[src/rtl/adc_seq_csr.sv]
module adc_seq_csr #(
  parameter int PS_W = 3
) (
  input  logic       clk,
  input  logic       rst_n,
  input  logic       wr_en,
  input  logic [7:0] wr_data,
  output logic [7:0] rd_data,
  input  logic       gie,
  input  logic       irq_ack,
  input  logic       conv_done,
  output logic       conv_start,
  output logic       conv_long,
  output logic       adc_clk,
  output logic       irq
);
  localparam int DIV_W = (1 << PS_W) - 1;

  logic            en_q, busy_q, fr_q, flag_q, ie_q, used_q, long_q, start_q;
  logic [PS_W-1:0] ps_q;
  logic [DIV_W-1:0] div_q;

  logic en_nxt, fr_nxt, start_req, done_hit, flag_clr;
  logic [PS_W-1:0] tap;

  assign en_nxt    = wr_en ? wr_data[7] : en_q;
  assign fr_nxt    = wr_en ? wr_data[5] : fr_q;
  assign start_req = wr_en & wr_data[6] & en_nxt & ~busy_q;
  assign done_hit  = conv_done & busy_q & en_nxt;
  assign flag_clr  = (wr_en & wr_data[4]) | irq_ack;
  assign tap       = (ps_q == '0) ? '0 : ps_q - 1'b1;

  always_ff @(posedge clk) begin
    if (!rst_n) begin
      en_q <= 1'b0; busy_q <= 1'b0; fr_q <= 1'b0; flag_q <= 1'b0;
      ie_q <= 1'b0; used_q <= 1'b0; long_q <= 1'b0; start_q <= 1'b0;
      ps_q <= '0; div_q <= '0;
    end else begin
      en_q <= en_nxt;
      fr_q <= fr_nxt;
      if (wr_en) begin
        ie_q <= wr_data[3];
        ps_q <= wr_data[PS_W-1:0];
      end
      div_q   <= en_nxt ? div_q + 1'b1 : '0;
      start_q <= start_req | (done_hit & fr_nxt);
      used_q  <= en_nxt & (used_q | start_req);

      if (!en_nxt)                 busy_q <= 1'b0;
      else if (start_req)          busy_q <= 1'b1;
      else if (done_hit && !fr_nxt) busy_q <= 1'b0;

      if (!en_nxt)        long_q <= 1'b0;
      else if (start_req) long_q <= ~used_q;
      else if (done_hit)  long_q <= 1'b0;

      if (done_hit)      flag_q <= 1'b1;
      else if (flag_clr) flag_q <= 1'b0;
    end
  end

  assign rd_data    = {en_q, busy_q, fr_q, flag_q, ie_q, ps_q};
  assign conv_start = start_q;
  assign conv_long  = long_q;
  assign adc_clk    = div_q[tap];
  assign irq        = flag_q & ie_q & gie;

  assert_start_busy_R2: assert property (@(posedge clk) disable iff (!rst_n)
    conv_start |-> busy_q);
  assert_zero_write_idle_R3: assert property (@(posedge clk) disable iff (!rst_n)
    (wr_en && !wr_data[6] && !busy_q) |=> !busy_q);
  assert_done_sets_flag_R5: assert property (@(posedge clk) disable iff (!rst_n)
    (conv_done && busy_q && !(wr_en && !wr_data[7])) |=> flag_q);
  assert_ack_clears_R8: assert property (@(posedge clk) disable iff (!rst_n)
    (irq_ack && !conv_done) |=> !flag_q);
  assert_disabled_idle_R11: assert property (@(posedge clk) disable iff (!rst_n)
    !en_q |-> (!busy_q && !adc_clk && !conv_long));
endmodule

[config.mk]
export PLATFORM = sky130hd
export DESIGN_NAME = adc_seq_csr
export DESIGN_NICKNAME = d
export VERILOG_FILES = /design/src/rtl/adc_seq_csr.sv
export SDC_FILE = /design/constraint.sdc
export NUM_CORES = 1
export LEC_CHECK = 0
export ABC_CLOCK_PERIOD_IN_PS = 1350
export BUFFER_PORTS_ARGS = -buffer_cell sky130_fd_sc_hd__buf_2
export CORE_ASPECT_RATIO = 0.6
export CORE_MARGIN = 5
export CORE_UTILIZATION = 29
export CTS_CLUSTER_SIZE = 16
export DETAILED_ROUTE_END_ITERATION = 8
export SLEW_MARGIN = 40
export SYNTH_ARGS = -nofsm -noshare
export SYNTH_HDL_FRONTEND = slang
export SYNTH_SLANG_ARGS = --single-unit
[constraint.sdc]
create_clock -name clk -period 1.35 [get_ports clk]
set_input_delay 0.135 -clock clk [delete_from_list [all_inputs] [get_ports clk]]
set_output_delay 0.135 -clock clk [all_outputs]
set_load 0.05 [all_outputs]
==> results.toml <==
[cts]
clk_pin_slew_ps = 70
cts_made_buffers = 3
ctsHoldBuffers = 0
root_buffer = "clkbuf_8"
htreeDepth = 1
cts_tree = "done"
numClockSinks = 18
insertion_delay_ps = 250
ctsLongestPathBuffers = 2

[yosys]
ys_seq_elements = 18
synth_seq_area_share_pct = 41.9
yosys_warnings = 0
synth_cells = 94
synth_cell_types = 29
postSynthAreaPerCell_um2 = 9.14
syn_area_um2 = 860
syn_nets = 111

[floorplan]
die-width_um = 80.3
fp-row-count = 15
pin_count = 26
start_util_pct = 30.1
die_area_um2 = 4190
fp.coreArea_um2 = 2850
die-height_um = 52.2

[critical_path]
crit_buf_inv = 1
cp-start-kind = "flop"
cp.required_ps = 1220
critPathMaxFanout = 4
slowest_stage = "dfxtp_4"
max_stage_delay_ps = 350
cp-end-kind = "primary output"
critical_path_arrival_ps = 1670
crit_type = "reg2out"
path_cells = "nor2_4, ha_4, mux2i_1, a311oi_2, a22o_4, buf_6"
critPathTopFamily = "compound AO/OA/AOI/OAI gates"

[power]
max-vdd-ir-drop_mv = 0.739
p_per_area_nw_per_um2 = 984
leakagePower_nw = 0.550

[timing]
finalSetupViolations = 1
skew_ps = 2.94
hold_viol = 0
fin_crit_sh_pct = 133
whs_ps = 143
worst_pin_slew_ps = 251
fin_ws_ps = -451
slew_viol_final = 0
slew_headroom_pct = 82.8
rsz0062_at_grt = "yes"
final.min_clock_period_ps = 1800
max_freq_mhz = 555

[place]
place_congestion = 0.854
port_buffers = 25
place_ws_ps = -289
dp_hpwl_um = 1580

[drt]
drc = 0
avgViaCountPerCell = 4.33
firstDrtPassIters = 5
routed_wl_um = 2030
first_iter_violations = 25
antenna_left = 0
wl_per_cell_um = 11.9
vias = 741

[final_layout]
drive_gt1_share_pct = 42.6
fin_nets = 147
area_delta_synth_final_pct = 39.7
diodes = 0

[grt]
first_global_vias = 781
grt_pass1_wl_um = 3550
grt_usage_pct = 11.1
grt_start_max_net_pins = 11
grt-ovfl-total = 0
antenna_found_initial = 0

[status]
status = "finished with violations"
violations = "setup timing"

[job]
cap_violations = 0

[worst_hold_path]
hold_path.class = "in2reg"
## metal layers
metal	wire length (um)	vias to the layer above	global-route usage, %
li1	-	384	-
met1	997	330	14.6
met2	871	23	17.0
met3	146	4	4.12
met4	18	0	3.37
met5	0	-	0
## cells in the mapped netlist, drive strengths merged
master,number,area [um^2]
inv,5,18.8
nand3,5,30.0
a22o,1,8.76
nand2,7,28.8
buf,6,48.8
nand4b,1,8.76
nor2,11,41.3
xnor2,1,8.76
a311oi,1,8.76
mux2i,6,60.1
a21boi,1,7.51
nor2b,6,37.5
mux2,1,15.0
a21oi,4,20.0
o21ai,4,20.0
ha,3,37.5
xor2,4,35.0
and3,3,20.0
a2111oi,1,8.76
and2,1,6.26
a31oi,1,6.26
o211ai,2,15.0
dfxtp,18,360
nand3b,1,7.51
## repair_timing
| item | in CTS | in global routing |
|---|---|---|
| pin swaps | 2 | 1 |
| buffers inserted | 1 | 0 |
| gates resized for setup | 3 | 3 |
| setup endpoints to repair | 1 | 1 |
## worst min-delay path, cell delays in order
cell and delay, ps:
buf_2 80, mux2i_1 60, nor2b_1 90
## final timing paths
kind	cells past startpoint	slack (ps)	end	from
min	3	140	ps_q[1]	wr_data[1]
min reg2reg	2	450	used_q	used_q
max reg2reg	5	220	div_q[6]	div_q[0]
max	6	-450	adc_clk	ps_q[0]
## per-stage QoR
step	utilization, %	setup TNS [ps]	std cells	power (W)	instance area (um^2)
final	42.1	-451	171	0.00118	1200
after global routing	42.1	-512	171	0.00125	1200
after detailed placement	39.6	-289	166	0.000799	1130
after CTS	41.9	-467	171	0.00120	1190
after floorplan	-	-184	94	0.000732	918
after global placement	39.6	-248	166	0.000793	1130
## area by class of cell
class	instances	area, um^2
clock buffer	4	45.0
fill	292	1650
multi-input combinational	65	492
tap	42	52.6
timing repair buffer	37	221
inverter	5	18.8
sequential	18	372
## cell usage in the layout, fill, tap and decap left out, types with 2 or more instances in the layout
cell type and count:
buf_4 12, o21ai_1 2, inv_1 4, mux2i_1 6, clkbuf_8 3, a21oi_1 3
xor2_1 4, nand3_1 4, dfxtp_1 15, nand2_1 6, o211ai_1 2, and3_1 2
dfxtp_4 3, buf_2 24, nor2_1 10, nor2b_1 6, o21ai_0 2
## flip-flops by register name, indices dropped and copies added, names as in the netlist
signal and count:
flag_q 1, fr_q 1, ps_q 3, div_q 7, conv_start 1, busy_q 1, ie_q 1, conv_long 1
used_q 1, en_q 1
## power by group
| part | total, W | internal [W] | switching (W) |
|---|---|---|---|
| Combinational | 0.000245 | 0.000101 | 0.000144 |
| Sequential | 0.000556 | 0.000545 | 0.0000109 |
| Clock | 0.000380 | 0.000209 | 0.000171 |
| Total | 0.00118 | 0.000856 | 0.000326 |
## logic make-up after synthesis
| logic type | after synthesis | synth area share [%] |
|---|---|---|
| mux | 7 | 8.73 |
| compound gates | 15 | 11.1 |
| buf+inv | 11 | 7.86 |
| fa+ha+maj | 3 | 4.37 |
| xor+xnor | 5 | 5.09 |
| simple gates | 35 | 21.0 |
| flops | 18 | 41.9 |
No activity file was read; power rests on OpenSTA's default activity.
